**src/rtl/qse_pkg.sv**
```systemverilog
package qse_pkg;

   typedef enum logic [2:0] {
      TK_NONE  = 3'd0,
      TK_SHORT = 3'd1,
      TK_LONG  = 3'd2,
      TK_ABORT = 3'd7
   } task_e;

   // two-bit value to signed level code, optionally negated
   function automatic logic [2:0] pair_to_level(input logic [1:0] pr, input logic neg);
      logic [2:0] lv;
      case (pr)
         2'b01:   lv = 3'b011;
         2'b00:   lv = 3'b001;
         2'b10:   lv = 3'b111;
         default: lv = 3'b101;
      endcase
      if (neg) lv = 3'(-lv);
      return lv;
   endfunction

   // signed level code to two-bit value by threshold slicing
   function automatic logic [1:0] level_to_pair(input logic [2:0] lv, input logic neg);
      logic signed [3:0] v;
      v = signed'({lv[2], lv});
      if (neg) v = -v;
      if (v >= 4'sd2)       return 2'b01;
      else if (v >= 4'sd0)  return 2'b00;
      else if (v >= -4'sd2) return 2'b10;
      else                  return 2'b11;
   endfunction

endpackage

```
**src/rtl/qse_rate_gen.sv**
```systemverilog
module qse_rate_gen #(
   parameter int BASE_DIV = 1024,
   localparam int CW = $clog2(2 * BASE_DIV) + 1
) (
   input  logic       clk,
   input  logic       rst_n,
   input  logic [1:0] rate_sel,
   output logic       tick
);

   logic [CW-1:0] cnt_q;
   logic [CW-1:0] reload;

   always_comb begin
      case (rate_sel)
         2'b00:   reload = CW'(BASE_DIV - 1);
         2'b01:   reload = CW'(BASE_DIV / 2 - 1);
         2'b10:   reload = CW'(BASE_DIV / 4 - 1);
         default: reload = CW'(2 * BASE_DIV - 1);
      endcase
   end

   assign tick = (cnt_q == '0);

   always_ff @(posedge clk) begin
      if (!rst_n)    cnt_q <= '0;
      else if (tick) cnt_q <= reload;
      else           cnt_q <= cnt_q - 1'b1;
   end

endmodule

```
**src/rtl/qse_tx_path.sv**
```systemverilog
module qse_tx_path
   import qse_pkg::*;
#(
   parameter int BUF_BYTES = 6,
   localparam int HW = BUF_BYTES * 8,
   localparam int NW = $clog2(BUF_BYTES * 4 + 1)
) (
   input  logic          clk,
   input  logic          rst_n,
   input  logic          tick,
   input  logic          flush,
   input  logic          invert,
   input  logic          load,
   input  logic [HW-1:0] load_data,
   input  logic [NW-1:0] load_syms,
   output logic          slot_busy,
   output logic          take,
   output logic          starve,
   output logic [2:0]    sym_out,
   output logic          idle
);

   logic [HW-1:0] slot_q;
   logic [NW-1:0] slot_n;
   logic          slot_v;
   logic [HW-1:0] ser_q;
   logic [NW-1:0] ser_n;

   assign slot_busy = slot_v;
   assign take      = tick && (ser_n == '0) && slot_v;
   assign starve    = tick && (ser_n == '0) && !slot_v;

   always_ff @(posedge clk) begin
      if (!rst_n) begin
         slot_q  <= '0;
         slot_n  <= '0;
         slot_v  <= 1'b0;
         ser_q   <= '0;
         ser_n   <= '0;
         sym_out <= 3'b000;
         idle    <= 1'b1;
      end else if (flush) begin
         slot_v  <= 1'b0;
         ser_n   <= '0;
         sym_out <= 3'b000;
         idle    <= 1'b1;
      end else begin
         if (tick) begin
            if (ser_n != '0) begin
               sym_out <= pair_to_level(ser_q[HW-1 -: 2], invert);
               ser_q   <= ser_q << 2;
               ser_n   <= ser_n - 1'b1;
               idle    <= 1'b0;
            end else if (slot_v) begin
               sym_out <= pair_to_level(slot_q[HW-1 -: 2], invert);
               ser_q   <= slot_q << 2;
               ser_n   <= slot_n - 1'b1;
               idle    <= 1'b0;
            end else begin
               sym_out <= 3'b000;
               idle    <= 1'b1;
            end
         end
         if (load) begin
            slot_q <= load_data;
            slot_n <= load_syms;
            slot_v <= 1'b1;
         end else if (take) begin
            slot_v <= 1'b0;
         end
      end
   end

endmodule

```
**src/rtl/qse_rx_pack.sv**
```systemverilog
module qse_rx_pack
   import qse_pkg::*;
#(
   parameter int SYMS = 4,
   localparam int BW = 2 * SYMS,
   localparam int CW = $clog2(SYMS + 1)
) (
   input  logic          clk,
   input  logic          rst_n,
   input  logic          tick,
   input  logic          start,
   input  logic          flush,
   input  logic          invert,
   input  logic [2:0]    sym_in,
   output logic          done,
   output logic [BW-1:0] byte_q
);

   logic [CW-1:0] rem_q;
   logic [BW-1:0] acc_q;
   logic [1:0]    pr;
   logic [BW-1:0] nxt;

   assign pr   = level_to_pair(sym_in, invert);
   assign nxt  = {acc_q[BW-3:0], pr};
   assign done = tick && !flush && !start && (rem_q == CW'(1));

   always_ff @(posedge clk) begin
      if (!rst_n) begin
         rem_q  <= '0;
         acc_q  <= '0;
         byte_q <= '0;
      end else if (flush) begin
         rem_q <= '0;
      end else if (start) begin
         rem_q <= CW'(SYMS);
         acc_q <= '0;
      end else if (tick && rem_q != '0) begin
         acc_q <= nxt;
         rem_q <= rem_q - 1'b1;
         if (rem_q == CW'(1)) byte_q <= nxt;
      end
   end

endmodule

```
**src/rtl/quad_sym_engine.sv**
```systemverilog
module quad_sym_engine
   import qse_pkg::*;
#(
   parameter int BASE_DIV  = 1024,
   parameter int BUF_BYTES = 6,
   parameter int ADDR_W    = 3
) (
   input  logic              clk,
   input  logic              rst_n,
   input  logic              tx_mode,
   input  logic              invert,
   input  logic [1:0]        rate_sel,
   input  logic              buf_we,
   input  logic [ADDR_W-1:0] buf_addr,
   input  logic [7:0]        buf_wdata,
   input  logic              task_we,
   input  logic [2:0]        task_code,
   input  logic [2:0]        sym_in,
   output logic              sym_strobe,
   output logic [2:0]        sym_out,
   output logic              tx_idle,
   output logic              free,
   output logic              empty,
   output logic [7:0]        rx_byte
);

   localparam int HW         = BUF_BYTES * 8;
   localparam int LONG_SYMS  = BUF_BYTES * 4;
   localparam int SHORT_SYMS = 4;
   localparam int NW         = $clog2(LONG_SYMS + 1);

   if (BASE_DIV < 8)
      $error("BASE_DIV must be at least 8");
   if (BASE_DIV % 4 != 0)
      $error("BASE_DIV must be a multiple of 4");
   if (BUF_BYTES < 1)
      $error("BUF_BYTES must be at least 1");
   if ((1 << ADDR_W) < BUF_BYTES)
      $error("ADDR_W too narrow for BUF_BYTES");

   logic [7:0]    buf_q [BUF_BYTES];
   logic [HW-1:0] long_data;
   logic [HW-1:0] short_data;

   always_ff @(posedge clk) begin
      if (!rst_n) begin
         for (int i = 0; i < BUF_BYTES; i++) buf_q[i] <= 8'h00;
      end else if (buf_we && free) begin
         for (int i = 0; i < BUF_BYTES; i++)
            if (buf_addr == ADDR_W'(i)) buf_q[i] <= buf_wdata;
      end
   end

   for (genvar g = 0; g < BUF_BYTES; g++) begin : g_cat
      assign long_data[HW-1-8*g -: 8] = buf_q[g];
   end

   if (BUF_BYTES > 1) begin : g_short_pad
      assign short_data = {buf_q[0], {(HW-8){1'b0}}};
   end else begin : g_short_full
      assign short_data = buf_q[0];
   end

   logic tick, tx_tick, rx_tick;
   logic slot_busy, take, starve, rx_done, load;
   logic pend_q, pend_long_q;
   logic is_abort, acc_tx, acc_rx;

   assign tx_tick  = tick && tx_mode;
   assign rx_tick  = tick && !tx_mode;
   assign is_abort = task_we && (task_code == TK_ABORT);
   assign acc_tx   = task_we && free && tx_mode &&
                     (task_code == TK_SHORT || task_code == TK_LONG);
   assign acc_rx   = task_we && free && !tx_mode && (task_code == TK_SHORT);
   assign load     = pend_q && !is_abort && (!slot_busy || take);

   qse_rate_gen #(.BASE_DIV(BASE_DIV)) u_rate (
      .clk      (clk),
      .rst_n    (rst_n),
      .rate_sel (rate_sel),
      .tick     (tick)
   );

   qse_tx_path #(.BUF_BYTES(BUF_BYTES)) u_tx (
      .clk       (clk),
      .rst_n     (rst_n),
      .tick      (tx_tick),
      .flush     (is_abort),
      .invert    (invert),
      .load      (load),
      .load_data (pend_long_q ? long_data : short_data),
      .load_syms (pend_long_q ? NW'(LONG_SYMS) : NW'(SHORT_SYMS)),
      .slot_busy (slot_busy),
      .take      (take),
      .starve    (starve),
      .sym_out   (sym_out),
      .idle      (tx_idle)
   );

   qse_rx_pack #(.SYMS(4)) u_rx (
      .clk    (clk),
      .rst_n  (rst_n),
      .tick   (rx_tick),
      .start  (acc_rx && !is_abort),
      .flush  (is_abort),
      .invert (invert),
      .sym_in (sym_in),
      .done   (rx_done),
      .byte_q (rx_byte)
   );

   always_ff @(posedge clk) begin
      if (!rst_n) begin
         sym_strobe  <= 1'b0;
         free        <= 1'b1;
         empty       <= 1'b1;
         pend_q      <= 1'b0;
         pend_long_q <= 1'b0;
      end else begin
         sym_strobe <= tick;
         if (is_abort) begin
            free   <= 1'b1;
            empty  <= 1'b1;
            pend_q <= 1'b0;
         end else begin
            if (starve && !pend_q) empty <= 1'b1;
            if (acc_tx) begin
               free        <= 1'b0;
               pend_q      <= 1'b1;
               pend_long_q <= (task_code == TK_LONG);
               empty       <= 1'b0;
            end else if (load) begin
               pend_q <= 1'b0;
               free   <= 1'b1;
            end
            if (acc_rx)  free <= 1'b0;
            if (rx_done) free <= 1'b1;
         end
      end
   end

endmodule

```
**config.mk**
```make
export PLATFORM = sky130hd
export DESIGN_NAME = quad_sym_engine
export DESIGN_NICKNAME = d
export VERILOG_FILES = /design/src/rtl/qse_pkg.sv /design/src/rtl/qse_rate_gen.sv /design/src/rtl/qse_tx_path.sv /design/src/rtl/qse_rx_pack.sv /design/src/rtl/quad_sym_engine.sv
export SDC_FILE = /design/constraint.sdc
export NUM_CORES = 1
export LEC_CHECK = 0
export ABC_AREA = 1
export BUFFER_PORTS_ARGS = -buffer_cell sky130_fd_sc_hd__buf_2
export CORE_MARGIN = 1
export CORE_UTILIZATION = 45
export DETAILED_ROUTE_END_ITERATION = 16
export PLACE_DENSITY = 0.76
export SYNTH_ARGS = -nofsm -noshare
export SYNTH_HDL_FRONTEND = slang
export SYNTH_SLANG_ARGS = --single-unit
```
**constraint.sdc**
```tcl
create_clock -name clk -period 1.9 [get_ports clk]
set_clock_uncertainty 0.15 [all_clocks]
set_input_delay 0.38 -clock clk [delete_from_list [all_inputs] [get_ports clk]]
set_output_delay 0.38 -clock clk [all_outputs]
set_load 0.05 [all_outputs]
```
==> results of run 1 <==
-- stage by stage --
step	cells	utilization, %	setup WS [ns]	hold WS (ns)
global route	1490	55.5	-0.122	0.148
detailed placement	1435	49.2	-0.116	0.304
finish	1490	55.5	-0.0378	0.119
CTS	1473	52.7	0.0101	0.104
global placement	1435	49.2	-0.0399	0.297
floorplan	1158	-	0.0231	0.289
-- final cells by class --
type                            count  area [µm²]
Timing Repair Buffer               93         907
Sequential cell                   188        4250
Clock buffer                       18         429
Multi-Input combinational cell    758        3830
Clock inverter                     14         140
Inverter                          159         599
Tap cell                          260         325
Fill cell                        1653        8420
-- sequential cells by signal, summed over array words and instances, names as in the netlist --
| name | count |
|---|---|
| buf_q | 48 |
| u_tx.slot_q | 48 |
| u_tx.ser_q | 46 |
| u_rate.cnt_q | 12 |
| u_rx.byte_q | 8 |
| u_rx.acc_q | 6 |
| u_tx.ser_n | 5 |
| u_rx.rem_q | 3 |
| u_tx.sym_out | 3 |
| u_tx.slot_n | 2 |
| empty | 1 |
| free | 1 |
| pend_long_q | 1 |
| pend_q | 1 |
| sym_strobe | 1 |
| u_tx.idle | 1 |
| u_tx.slot_busy | 1 |
-- report_power, final --
group          leakage (nW)  internal (mW)  switching [mW]
registers              1.65           4.28           0.166
logic                  2.71          0.611            1.10
clock network         0.274           1.94            1.53
total                  4.63           6.83            2.80
-- repair_timing --
| item | 4_1_cts | 5_1_grt |
|---|---|---|
| endpoints found under the setup margin | 107 | 112 |
| cloned | 1 | 10 |
| endpoints found under the hold margin | 0 | 0 |
| buffers inserted | 7 | 7 |
| pin swaps | 11 | 22 |
| gates resized for setup | 13 | 74 |
-- per-layer routing --
layer / share of wire (%) / up-vias / global-route usage, %
met3: 5.5 / 31 / 3.58
li1: - / 3785 / -
met1: 47 / 3425 / 29.1
met5: 0 / - / 0
met2: 46 / 235 / 29.4
met4: 1.7 / 0 / 6.18
-- logic make-up (layout without fill, tap and decap cells) --
kind of cell | Yosys count | after routing
AOI/OAI and AO/OA | 184 | 184
xor gates and xnor gates | 10 | 10
adders and majority gates | 14 | 14
buffers and inverters | 213 | 284
DFF | 188 | 188
and+or+nand+nor | 549 | 550
-- layout by cell type, fill, tap and decap left out, types with 2 or more instances in the layout --
master / n
a21oi_1: 58
a21oi_2: 12
a31oi_1: 2
buf_12: 11
buf_2: 39
buf_4: 28
buf_6: 7
bufinv_16: 2
clkbuf_16: 24
clkinv_1: 4
clkinvlp_2: 2
dfxtp_1: 138
dfxtp_2: 2
edfxtp_1: 48
ha_1: 13
inv_1: 152
inv_2: 6
inv_6: 4
nand2_1: 214
nand2_2: 7
nand2_4: 14
nand2_8: 2
nand3_1: 74
nand3_2: 4
nand3_4: 2
nand4_1: 10
nor2_1: 192
nor2_2: 11
nor2_4: 13
nor3_1: 4
o21ai_0: 65
o21ai_1: 39
o21ai_2: 6
xnor2_1: 4
xor2_1: 6
-- critical path, cell delays in order, from the launching register on --
cell and delay, ns:
dfxtp_2 0.32, inv_2 0.07, ha_4 0.15, inv_4 0.05, nor2_4 0.07, nand2_2 0.06, nor2_4 0.16, nand3_4 0.12
nor3_4 0.20, buf_4 0.18, buf_6 0.16, o21ai_1 0.08, nor2_1 0.10
-- worst max-delay path by stage --
stage                 endpoint  slack (ns)  cells after the start             from
4_1_cts        u_tx.slot_q[28]        0.01                     12  u_rate.cnt_q[1]
6_report         u_tx.ser_q[8]       -0.04                     12  u_rate.cnt_q[0]
2_1_floorplan      buf_q[2][0]        0.02                      4             free
3_5_place_dp   u_tx.slot_q[28]       -0.12                     12  u_rate.cnt_q[0]
3_3_place_gp   u_tx.slot_q[31]       -0.04                     12  u_rate.cnt_q[0]
5_1_grt         u_tx.ser_q[13]       -0.12                     12  u_rate.cnt_q[0]
==> metrics, run 1 <==
result of the run finished with violations; failing checks setup timing; Final Hold Fails 0; RR Endpoint u_tx.ser_q[8]; total core area 18900 µm²; power consumption 9.63 mW; Crit. End Element register; wire length per cell 13.8 µm; die area 20000 µm²; clock tree buffer depth 2; 1st-pass router iterations 5; Hold Startpoint task_code[1]; Initial Util 46.2%; ANT cells 0; hold endpoint pend_long_q; Mapped Nets 1197; Synth Flop Type dfxtp_1; H-tree depth 4; site row count 50; peak supply drop 0.696 mV; area leader, netlist dfxtp_1; Final WS setup -0.0378 ns; Area Growth Syn to Fin 19.9%; Max Clk Rate 0.516 GHz; nets 1256; syn_area_per_cell 7.54 µm²; Hold/Removal Path Class in2reg; crit-path max FO 11; root buffer cell clkbuf_16; initial antenna violation count 0; Setup CP Type reg2reg; largest net degree at the start of global routing 91; Mapped Area 8740 µm²; worst r2r src u_rate.cnt_q[0]; routability cong. 0.848; FF-to-FF path depth 12; Pleak 4.63 nW; Synth Area in Simple Gates 26.9%; PwrDens 919 nW/µm²; Adder-Cell Fraction of Synth Area 2.01%; dpl hpwl 12800 µm; vias in the first global route 6497; # DRC 0; max-slew violations 0; relative slew slack 69.8%; Worst Tran Pin Value 0.453 ns; Post-synth ARST share 0%; hold path cells 3; fin crit period 1.94 ns; yosys synthesis warning count 0; Synth cell types 32; fin area 10500 µm²; Compound-Gate Fraction of Synth Area 10.6%; TritonCTS clock tree built; share of cells above drive strength 1 16.6%; Critical Path RT 2.12 ns; most frequent cell after synthesis nand2_1; largest family of logic cells by synthesized area simple AND/OR/NAND/NOR gates; via count 7476; crit start category register; Post-Route WL 20600 µm; ANT nets after route 0; chip height 141 µm; Tot GR Track Use 19.8%; DP Area 9300 µm²; clock-pin slew on the worst setup and hold paths 0.07 ns; Sink Count 188; Seq cells post-synth 188; via/cell ratio 5.02; top-area cell type share of the netlist area 32.1%; crit share post-route 102%; DR iter-0 viols 562; total grt overflow 0; WP data arrival 2.16 ns; io pins 40; cts bufs inserted 17; post-synthesis cell count 1158; Seq/Total Area, Yosys 48.6%; top post-synthesis cells by area dfxtp_1 (32%), edfxtp_1 (16%), nand2_1 (10%); Final TNS setup -0.190 ns; clock latency on the worst-skew pair 0.43 ns; PortBufs 39; final setup fails 19; Post-synth EDFFs 48; Max-Cap Viols 0; first-pass GRT wire length 31700 µm; reg-to-reg slack, setup -0.04 ns; RSZ-0062 raised after global routing true; top cells by count, synth nand2_1 (232), nor2_1 (202), inv_1 (155); hold buffers post-CTS 0; Synth Area in XOR/XNOR 1.00%; Die W 141 µm; mux share of post-synthesis cell area 0%
(Power assumes the default switching activity.)
==> inputs of run 2 (changes only) <==
--- a/config.mk
+++ b/config.mk
@@ -11,6 +11,7 @@
 export CORE_UTILIZATION = 45
 export DETAILED_ROUTE_END_ITERATION = 16
 export PLACE_DENSITY = 0.76
+export REMOVE_ABC_BUFFERS = 1
 export SYNTH_ARGS = -nofsm -noshare
 export SYNTH_HDL_FRONTEND = slang
 export SYNTH_SLANG_ARGS = --single-unit
==> metrics, run 2 (same netlist as run 1, synthesis figures left out) <==
1st-pass router iterations 5; DR iter-0 viols 728; via count 7794; fin crit period 1.99 ns; Final TNS setup -1.97 ns; clock-pin slew on the worst setup and hold paths 0.07 ns; Final WS setup -0.0931 ns; FF-to-FF path depth 13; die area 20000 µm²; most common cell after layout, fill and taps aside nand2_1; Setup CP Type reg2reg; Worst Tran Pin Value 0.461 ns; PwrDens 918 nW/µm²; Area Growth Syn to Fin 23.8%; total grt overflow 0; crit start category register; final setup fails 68; result of the run finished with violations; peak supply drop 0.650 mV; site row count 50; nets 1268; power consumption 9.93 mW; Tot GR Track Use 21.7%; first-pass GRT wire length 34000 µm; dpl hpwl 12800 µm; failing checks setup timing; initial antenna violation count 0; Die W 141 µm; crit share post-route 105%; share of cells above drive strength 1 20.9%; max-slew violations 0; Post-Route WL 22700 µm; PortBufs 39; Max Clk Rate 0.502 GHz; Final Util 57.3%; chip height 141 µm; Final Hold Fails 0; RSZ-0062 raised after global routing true; hold path cells 3; crit-path max FO 8; cts bufs inserted 17; H-tree depth 4; root buffer cell clkbuf_16; # DRC 0; worst hold slack 0.142 ns; relative slew slack 69.2%; vias in the first global route 7064; Pleak 4.77 nW; TritonCTS clock tree built; routability cong. 0.816; ANT cells 0; Crit. End Element register; Max-Cap Viols 0; via/cell ratio 5.19; clock latency on the worst-skew pair 0.44 ns; io pins 40; Initial Util 46.2%; biggest regs buf_q (48), u_tx.slot_q (48), u_tx.ser_q (46); commonest non-fill, non-tap cells in the layout nand2_1 (198), nor2_1 (169), inv_1 (152); clock tree buffer depth 2; ANT nets after route 0; largest net degree at the start of global routing 65; total core area 18900 µm²; DP Worst Slack -0.106 ns; Sink Count 188; Hold/Removal Path Class in2reg; fill count 1647; WP data arrival 2.16 ns; wire length per cell 15.1 µm; Critical Path RT 2.06 ns
==> run 2: layout make-up <==
cell class | instances | area (µm²) | share of cell area (%)
Tap cell | 260 | 325 | 3.01
Timing Repair Buffer | 106 | 1130 | 10.5
Multi-Input combinational cell | 757 | 3900 | 36.1
Clock inverter | 11 | 131 | 1.21
Sequential cell | 188 | 4250 | 39.3
Inverter | 159 | 599 | 5.54
Clock buffer | 21 | 482 | 4.45
==> run 2: routing by layer <==
layer | GRT usage, % | part of all wire (%) | vias to the layer above
li1 | - | - | 3808
met1 | 28.3 | 44 | 3671
met2 | 36.6 | 48 | 275
met3 | 3.54 | 6.0 | 40
met4 | 7.21 | 2.0 | 0
met5 | 0 | 0 | -
==> run 2: worst paths after layout <==
path	startpoint	endpoint	slack, ns
setup / recovery	u_rate.cnt_q[0]	u_tx.slot_q[38]	-0.09
hold / removal	task_code[1]	pend_long_q	0.14
setup reg to reg	u_rate.cnt_q[0]	u_tx.slot_q[38]	-0.09
hold reg to reg	u_tx.slot_q[11]	u_tx.slot_q[11]	0.31
==> run 2: repair_timing <==
item | CTS | global route
pin swaps | 11 | 25
hold buffers | 0 | 0
buffers inserted | 6 | 11
endpoints found under the setup margin | 106 | 113
resized for setup | 39 | 96
gates cloned | 5 | 6
==> run 2: worst max-delay path, cell delays in order (launching register included) <==
cell       delay [ns]
dfxtp_2          0.33
inv_2            0.07
ha_4             0.15
inv_4            0.04
nor2_4           0.09
nand3_2          0.09
nor2_4           0.14
nand3_4          0.09
nand2_4          0.09
buf_12           0.12
nand2_8          0.12
clkbuf_16        0.22
nand2_1          0.08
a21oi_1          0.07
==> run 2: where the power goes <==
group          total (mW)  internal, mW  switching, mW
sequential           4.43          4.28          0.149
combinational        1.81         0.661           1.15
clock                3.69          2.10           1.59
total                9.93          7.04           2.88
==> run 2: metrics by stage <==
| step | area, µm² | instances |
|---|---|---|
| finish | 10800 | 1502 |
| CTS | 10300 | 1487 |
| global placement | 9370 | 1444 |
| floorplan | 8380 | 1104 |
| detailed placement | 9370 | 1444 |
| global route | 10800 | 1502 |
==> inputs of run 3 (changes only) <==
--- a/config.mk
+++ b/config.mk
@@ -10,6 +10,7 @@
 export CORE_MARGIN = 1
 export CORE_UTILIZATION = 45
 export DETAILED_ROUTE_END_ITERATION = 16
+export GPL_TIMING_DRIVEN = 0
 export PLACE_DENSITY = 0.76
 export REMOVE_ABC_BUFFERS = 1
 export SYNTH_ARGS = -nofsm -noshare
==> metrics, run 3 (same netlist as run 1, synthesis figures left out) <==
result of the run finished with violations; failing checks setup timing; cts bufs inserted 17; ANT cells 0; WP data arrival 2.20 ns; Slowest-stage cell, CP dfxtp_4; RSZ-0062 raised after global routing true; Final Util 58.2%; # DRC 0; initial antenna violation count 0; site row count 50; die area 20000 µm²; fin area 11000 µm²; Sink Count 188; M1 WL 10100 µm; Final WS setup -0.173 ns; Die W 141 µm; Max Used Layer met4; total core area 18900 µm²; clock-pin slew on the worst setup and hold paths 0.08 ns; WL met3 2560 µm; fin crit period 2.07 ns; final setup fails 99; Crit. End Element register; vias in the first global route 7613; delay-heaviest family, CP simple AND/OR/NAND/NOR gates; Post-Route WL 26500 µm; crit share post-route 109%; Final Hold Fails 0; Tot GR Track Use 25.8%; clock latency on the worst-skew pair 0.44 ns; routability cong. 0.808; 1st-pass router iterations 6; peak supply drop 0.858 mV; via count 8263; crit start category register; ANT nets after route 0; CP Cell Sequence inv_4 > ha_4 > inv_4 > nor2_4 > nand3_2 > nor2_4 > nand3_4 > nand2_4 > nand2_8 > nand2_1 > a21oi_1; total grt overflow 0; Max-Cap Viols 0; Max Clk Rate 0.482 GHz; io pins 40; Initial Util 46.2%; PwrDens 906 nW/µm²; most common cell after layout, fill and taps aside nand2_1; Setup CP Type reg2reg; Pleak 4.61 nW; via/cell ratio 5.50; crit-path max FO 13; TritonCTS clock tree built; nets 1267; relative slew slack 36.4%; chip height 141 µm; metal2 WL 12400 µm; worst hold slack 0.117 ns; first-pass GRT wire length 39500 µm; Worst Tran Pin Value 0.954 ns; H-tree depth 4; biggest regs buf_q (48), u_tx.slot_q (48), u_tx.ser_q (46); clock tree buffer depth 2; DP Area 8980 µm²; share of cells above drive strength 1 22.2%; root buffer cell clkbuf_16; Area Growth Syn to Fin 25.8%; DR iter-0 viols 935; commonest non-fill, non-tap cells in the layout nand2_1 (194), nor2_1 (167), inv_1 (151); max-slew violations 0; Hold/Removal Path Class in2reg; wire length per cell 17.6 µm; dpl hpwl 11400 µm; power consumption 9.95 mW; PortBufs 39; largest net degree at the start of global routing 74; buffers and inverters on the worst path 2; Critical Path RT 2.02 ns; slowest stage delay, CP 0.37 ns
run 3: changes by cell type in the layout (fill, tap and decap cells not counted), sizes merged:
cell / before / now
inv: 161 / 168
nor2: 216 / 217
clkinv: 7 / 5
nand3: 80 / 86
buf: 101 / 80
bufinv: 2 / 0
clkinvlp: 0 / 2
clkbuf: 26 / 21
nand2: 236 / 249
run 3: final cells by class:
cell class | count | area (µm²)
flip-flops and latches | 188 | 4250
fillers | 1581 | 7910
multi-input cells | 777 | 4360
well taps | 260 | 325
repair inverters | 2 | 20.0
clock buffers | 18 | 429
inverters | 159 | 624
repair buffers | 83 | 823
clock inverters | 14 | 146
run 3: worst paths after layout:
| kind | from | endpoint | slack, ns | cells after the start |
|---|---|---|---|---|
| setup / recovery | u_rate.cnt_q[0] | u_tx.slot_q[12] | -0.17 | 11 |
| hold / removal | rate_sel[1] | u_rate.cnt_q[9] | 0.12 | 4 |
| setup reg to reg | u_rate.cnt_q[0] | u_tx.slot_q[12] | -0.17 | 11 |
| hold reg to reg | u_tx.slot_q[40] | u_tx.slot_q[40] | 0.32 | 2 |
run 3: timing repair:
action,CTS,global route
hold buffers,0,0
endpoints found under the setup margin,230,173
pin swaps,37,43
resized for setup,75,105
setup buffers,24,13
cloned,23,4
run 3: worst register-to-register path, cell delays in order (launching register included):
cell and delay [ns]:
dfxtp_4 0.37, inv_4 0.06, ha_4 0.14, inv_4 0.04, nor2_4 0.09, nand3_2 0.10, nor2_4 0.14, nand3_4 0.19
nand2_4 0.25, nand2_8 0.16, nand2_1 0.13, a21oi_1 0.10
run 3: per-layer routing:
metal  GRT usage [%]  vias to the layer above
li1                -                     3840
met1            31.6                     3849
met2            42.9                      452
met3            5.80                      122
met4            13.1                        0
met5               0                        -
run 3: through the flow:
stage	TNS, ns	worst slack, ns	std cells
6_report	-6.13	-0.173	1501
4_1_cts	-4.41	-0.0917	1485
3_5_place_dp	-217.36	-1.76	1406
2_1_floorplan	-53.49	-0.736	1104
5_1_grt	-15.43	-0.244	1501
3_3_place_gp	-238.12	-2.01	1403
run 3: power breakdown:
group	total, mW	internal [mW]	switching (mW)	leakage (nW)
Clock	3.51	1.76	1.75	0.281
Combinational	1.98	0.670	1.31	2.68
Sequential	4.46	4.28	0.183	1.65
Total	9.95	6.71	3.24	4.61
